`src/rtl/cmpf_pkg.sv`:
```
package cmpf_pkg;
  localparam int XLEN      = 32;
  localparam int FLDW      = 4;
  localparam int NFLD      = XLEN / FLDW;
  localparam int SELW      = $clog2(NFLD);
  localparam int IMMW      = 16;
  localparam int FSEL_LSB  = 23;
  localparam int LFORM_BIT = 21;

  // bit 1: unsigned, bit 0: immediate
  typedef enum logic [1:0] {
    CK_SREG = 2'b00,
    CK_SIMM = 2'b01,
    CK_UREG = 2'b10,
    CK_UIMM = 2'b11
  } cmp_kind_e;

  typedef struct packed {
    logic lt;
    logic gt;
    logic eq;
  } rel_t;

  function automatic logic [XLEN-1:0] widen_imm(input logic [IMMW-1:0] imm,
                                                 input logic sx);
    logic fill;
    fill = sx & imm[IMMW-1];
    return {{(XLEN-IMMW){fill}}, imm};
  endfunction

  // Signed order equals unsigned order after inverting both sign bits.
  function automatic rel_t relate(input logic [XLEN-1:0] a,
                                  input logic [XLEN-1:0] b,
                                  input logic as_signed);
    logic [XLEN-1:0] flip;
    logic [XLEN-1:0] ua;
    logic [XLEN-1:0] ub;
    rel_t r;
    flip = {as_signed, {(XLEN-1){1'b0}}};
    ua   = a ^ flip;
    ub   = b ^ flip;
    r.lt = (ua < ub);
    r.gt = (ua > ub);
    r.eq = (ua == ub);
    return r;
  endfunction

  function automatic logic [FLDW-1:0] pack_nibble(input rel_t r, input logic so);
    return {r.lt, r.gt, r.eq, so};
  endfunction
endpackage

```
`src/rtl/cmpf_opsel.sv`:
```
module cmpf_opsel
  import cmpf_pkg::*;
#(
  parameter int W  = XLEN,
  parameter int IW = IMMW
) (
  input  logic [1:0]    kind,
  input  logic [W-1:0]  reg_b,
  input  logic [IW-1:0] imm,
  output logic [W-1:0]  rhs,
  output logic          as_signed
);
  logic use_imm;
  logic [W-1:0] imm_wide;

  assign use_imm   = kind[0];
  assign as_signed = ~kind[1];

  always_comb begin
    imm_wide = {{(W-IW){as_signed & imm[IW-1]}}, imm};
    rhs      = use_imm ? imm_wide : reg_b;
  end
endmodule

```
`src/rtl/cmpf_relate.sv`:
```
module cmpf_relate
  import cmpf_pkg::*;
#(
  parameter int W = XLEN
) (
  input  logic [W-1:0] a,
  input  logic [W-1:0] b,
  input  logic         as_signed,
  output rel_t         rel
);
  assign rel = relate(a, b, as_signed);
endmodule

```
`src/rtl/cmpf_merge.sv`:
```
module cmpf_merge
  import cmpf_pkg::*;
#(
  parameter int W  = XLEN,
  parameter int FW = FLDW,
  parameter int NF = W / FW,
  parameter int SW = $clog2(NF)
) (
  input  logic [W-1:0]  cr_in,
  input  logic [SW-1:0] sel,
  input  logic [FW-1:0] nib,
  output logic [W-1:0]  cr_out,
  output logic [W-1:0]  dest_mask
);
  // field f sits at the top of the word for f = 0
  for (genvar f = 0; f < NF; f++) begin : g_fld
    localparam int LO = W - FW * (f + 1);
    logic hit;
    assign hit = (sel == SW'(f));
    assign cr_out[LO +: FW]    = hit ? nib : cr_in[LO +: FW];
    assign dest_mask[LO +: FW] = {FW{hit}};
  end
endmodule

```
`src/rtl/cmp_field_unit.sv`:
```
module cmp_field_unit
  import cmpf_pkg::*;
#(
  parameter int W  = XLEN,
  parameter int FW = FLDW,
  parameter int IW = IMMW
) (
  input  logic         clk,
  input  logic         rst_n,
  input  logic         in_valid,
  input  logic [1:0]   in_kind,
  input  logic [W-1:0] insn,
  input  logic [W-1:0] opnd_a,
  input  logic [W-1:0] opnd_b,
  input  logic         sum_ovf,
  input  logic [W-1:0] cr_cur,
  output logic [W-1:0] cr_next,
  output logic         cr_we,
  output logic         bad_form
);
  localparam int NF = W / FW;
  localparam int SW = $clog2(NF);

  logic [SW-1:0] fsel;
  logic          l_form;
  logic [W-1:0]  rhs;
  logic          as_signed;
  rel_t          rel;
  logic [FW-1:0] nib;
  logic [W-1:0]  merged;
  logic [W-1:0]  dest_mask;
  logic [W-1:0]  so_mask;
  logic          do_write;
  logic          do_reject;
  logic          insn_unused;

  assign fsel        = insn[FSEL_LSB +: SW];
  assign l_form      = insn[LFORM_BIT];
  assign insn_unused = ^{insn[W-1:FSEL_LSB+SW], insn[FSEL_LSB-1:LFORM_BIT+1],
                         insn[LFORM_BIT-1:IW]};

  cmpf_opsel #(.W(W), .IW(IW)) u_opsel (
    .kind      (in_kind),
    .reg_b     (opnd_b),
    .imm       (insn[IW-1:0]),
    .rhs       (rhs),
    .as_signed (as_signed)
  );

  cmpf_relate #(.W(W)) u_rel (
    .a         (opnd_a),
    .b         (rhs),
    .as_signed (as_signed),
    .rel       (rel)
  );

  assign nib = pack_nibble(rel, sum_ovf);

  cmpf_merge #(.W(W), .FW(FW), .NF(NF), .SW(SW)) u_merge (
    .cr_in     (cr_cur),
    .sel       (fsel),
    .nib       (nib),
    .cr_out    (merged),
    .dest_mask (dest_mask)
  );

  assign so_mask   = dest_mask & ~(dest_mask << 1);
  assign do_write  = in_valid & ~l_form;
  assign do_reject = in_valid & l_form;

  always_ff @(posedge clk) begin
    if (!rst_n) begin
      cr_next  <= '0;
      cr_we    <= 1'b0;
      bad_form <= 1'b0;
    end else begin
      cr_we    <= do_write;
      bad_form <= do_reject;
      if (do_write)       cr_next <= merged;
      else if (do_reject) cr_next <= cr_cur;
    end
  end


  one_relation_chk: assert property (@(posedge clk) disable iff (!rst_n)
    in_valid |-> $countones({rel.lt, rel.gt, rel.eq}) == 1);


  eq_matches_operands_chk: assert property (@(posedge clk) disable iff (!rst_n)
    (in_valid && rel.eq) |-> (opnd_a == rhs));


  exclusive_outcome_chk: assert property (@(posedge clk) disable iff (!rst_n)
    !(cr_we && bad_form));


  reject_keeps_cr_chk: assert property (@(posedge clk) disable iff (!rst_n)
    bad_form |-> cr_next == $past(cr_cur));


  outside_field_kept_chk: assert property (@(posedge clk) disable iff (!rst_n)
    cr_we |-> ((cr_next ^ $past(cr_cur)) & ~$past(dest_mask)) == '0);


  so_copied_chk: assert property (@(posedge clk) disable iff (!rst_n)
    cr_we |-> (|(cr_next & $past(so_mask))) == $past(sum_ovf));


  idle_hold_chk: assert property (@(posedge clk) disable iff (!rst_n)
    (!in_valid) |=> (!cr_we && !bad_form && $stable(cr_next)));


  write_needs_request_chk: assert property (@(posedge clk) disable iff (!rst_n)
    (cr_we || bad_form) |-> $past(in_valid));
endmodule

```
`config.mk`:
```
export PLATFORM = sky130hd
export DESIGN_NAME = cmp_field_unit
export DESIGN_NICKNAME = d
export VERILOG_FILES = /design/src/rtl/cmpf_pkg.sv /design/src/rtl/cmpf_opsel.sv /design/src/rtl/cmpf_relate.sv /design/src/rtl/cmpf_merge.sv /design/src/rtl/cmp_field_unit.sv
export SDC_FILE = /design/constraint.sdc
export NUM_CORES = 1
export LEC_CHECK = 0
export ABC_AREA = 1
export BUFFER_PORTS_ARGS = -buffer_cell sky130_fd_sc_hd__buf_4
export CAP_MARGIN = 15
export CORE_ASPECT_RATIO = 0.9
export CORE_MARGIN = 4
export CORE_UTILIZATION = 47
export DETAILED_ROUTE_END_ITERATION = 7
export GPL_TIMING_DRIVEN = 0
export PLACE_DENSITY = 0.86
export SYNTH_ARGS = -nofsm -noshare
export SYNTH_HDL_FRONTEND = slang
export SYNTH_SLANG_ARGS = --single-unit
```
`constraint.sdc`:
```
create_clock -name clk -period 3.7 [get_ports clk]
set_input_delay 0 -clock clk [delete_from_list [all_inputs] [get_ports clk]]
set_output_delay 0 -clock clk [all_outputs]
set_load 0.02 [all_outputs]
```
==> run summary <==
Post-synth EDFFs -> 0
Async SR Flop Fraction -> 0%
Cell Rows -> 26
clk buf depth -> 2
Layout area overhead -> 50.18%
RSZ-0062 raised after global routing -> no
synth warn -> 0
simple-gate area share of the yosys netlist -> 25.64%
crit path to -> cr_next[10]
GRT Overall Usage -> 24.35%
final setup TNS -> 0 ns
DIE HEIGHT -> 80.41 µm
gr ovfl total -> 0
Seq/Total Area, Yosys -> 24.86%
pin count of the biggest net entering global routing -> 12
CTS tree -> built
leakage -> 2.052 nW
r2r startpoint -> cr_next[4]
relative slew slack -> 57.42%
initial antenna violation count -> 0
Post-synth top cells -> nand2_1, a21oi_1, dfxtp_1, ha_1, o21ai_0
CTS H-tree lvls -> 2
worst-path maximum fanout -> 10
share of cells above drive strength 1 -> 37.02%
Fin. Hold Viols -> 0
Yosys top cell area share -> 24.86%
Clock Root Buffer -> clkbuf_8
r2r endpoint -> cr_next[4]
Pins Over Slew Limit -> 0
footprint of the multi-input gates -> 1878 µm²
storage element area -> 680.7 µm²
Synth area leaders -> dfxtp_1, ha_1, nand2_1
most frequently used flop master after synthesis -> dfxtp_1
Synth Area per Inst -> 7.242 µm²
worst skew pair latency -> 0.29 ns
CP startpoint kind -> primary input
Final Util -> 72.63%
Critical Path AT -> 2.58 ns
worst hold-check path type -> in -> reg
Yosys reg bits -> 34
Pwr per Cell Area -> 268.5 nW/µm²
combinational family with the most area after synthesis -> simple AND/OR/NAND/NOR gates
CP Data Required Time -> 3.86 ns
gpl congestion -> 0.8924
post_cts resized -> 0
Detailed Route WL -> 8.800 mm
Residual DRC -> 0
Setup Buffers After CTS -> 0
crit path capture type -> flip-flop
die area -> 7112 µm²
Final setup viols -> 0
cells after synthesis -> 378
hold buffers post-CTS -> 5
number of global-route vias before repair -> 3,111
Final Total Pwr -> 1.104 mW
mux cell area share after synthesis -> 5.119%
I/O Buffers -> 152
fin nets -> 708
peak supply drop -> 249.2 µV
Fmax -> 412.3 MHz
complex-gate fraction of the synthesized area -> 22.90%
hpwl dp -> 7.338 mm
Reg2Reg Depth -> 2
IO Count -> 168
crit path kind -> in -> reg
Netlist cell types -> 31
status -> finished, final reports clean
DRT iter0 DRCs -> 113
via/cell ratio -> 5.186
Antenna diodes -> 0
Core Area -> 5660 µm²
largest area contributor in the netlist -> dfxtp_1
Max Clock Skew -> 0 ns
routed wire length per instance -> 14.36 µm
global-route wire length before repair -> 13.74 mm
Fillers -> 484
Initial Utilization -> 48.36%
XOR/XNOR Fraction of Synth Area -> 0.3199%
count leader, synth -> nand2_1
Final ANT Viol Nets -> 0
drt pass-1 iters -> 4
Die Wd -> 88.45 µm
Worst Setup SP -> in_kind[1]
Post-Synth Adder-Cell Area -> 14.63%
synthesized area -> 2738 µm²
r2r setup slk -> 3.02 ns
Final min period -> 2.425 ns
Num CTS Buffers -> 5
Worst Max-Slew Pin Slew -> 0.6388 ns
synthesized net count -> 544
Tcrit/Tclk final -> 65.55%
CTS sink count -> 34
maxcap violations -> 0
Clock Pin Slew Worst Setup and Hold Paths -> 0.07 ns
vias -> 3,179
[layout by cell type (no fill, tap or decap), drive strengths merged]
master,count
mux2i,14
nand3,13
clkinv,2
clkinvlp,1
nor2,37
o211ai,8
nand4,3
o21ai,45
nand2,86
dfxtp,34
o21a,1
a21oi,48
dlygate4sd3,5
xnor2,1
ha,32
clkbuf,16
inv,28
nor3,2
buf,158
a21o,9
[power breakdown]
group | internal, mW | switching, mW
logic | 0.202 | 0.209
clock network | 0.150 | 0.142
registers | 0.388 | 0.0120
total | 0.740 | 0.364
[worst max-delay path, stage by stage]
cell and delay, ns:
buf_4 0.12, o21ai_0 0.49, clkbuf_1 0.33, o21ai_0 0.17, ha_1 0.32, nand2_1 0.09, nor2_2 0.13, nand2_2 0.09
nor3_4 0.19, nand4_4 0.24, nand2_4 0.19, nand2_1 0.07, nand2_1 0.08, a21oi_2 0.05
[metal layers]
metal / track usage, % / routed length, µm
met1: 28.52 / 3581
met2: 42.60 / 4296
met3: 6.154 / 643
met4: 8.610 / 278
met5: 0 / 0
[cell families (layout without fill, tap and decap cells)]
logic type / count (synthesis) / after routing
AND/OR/NAND/NOR: 141 / 141
AO/OA/AOI/OAI: 111 / 111
buffers and inverters: 45 / 210
flip-flops: 34 / 34
adder cells (fa/ha/maj): 32 / 32
multiplexers: 14 / 14
XOR/XNOR: 1 / 1
[worst min path at each step]
stage,from,to,slack [ns],cells past startpoint
floorplan,insn[21],cr_we,0.07,1
global placement,insn[21],cr_we,0.20,2
detailed placement,insn[21],cr_we,0.20,2
CTS,cr_cur[17],cr_next[17],0.002,3
global route,cr_cur[26],cr_next[26],0.01,3
finish,cr_cur[21],cr_next[21],0.01,3
[layout make-up]
class	instances	area share (%)
well taps	70	2.130
repair buffers	157	28.97
flip-flops and latches	34	16.56
clock inverters	2	0.3043
multi-input cells	299	45.68
inverters	29	2.648
clock buffers	6	2.009
plain buffers	16	1.704
[registers in the layout, summed over array words and instances, names as in the netlist]
| name | count |
|---|---|
| bad_form | 1 |
| cr_next | 32 |
| cr_we | 1 |
[stage by stage]
step	worst slack (ns)	hold WS, ns	cells	instance area, µm²
floorplan	1.715	0.07238	378	2738
global placement	1.085	0.1976	600	3966
detailed placement	0.9943	0.1960	600	3966
CTS	1.296	0.001834	613	4111
global route	1.039	0.01402	613	4111
finish	1.275	0.009865	613	4111
(Power assumes the default switching activity.)
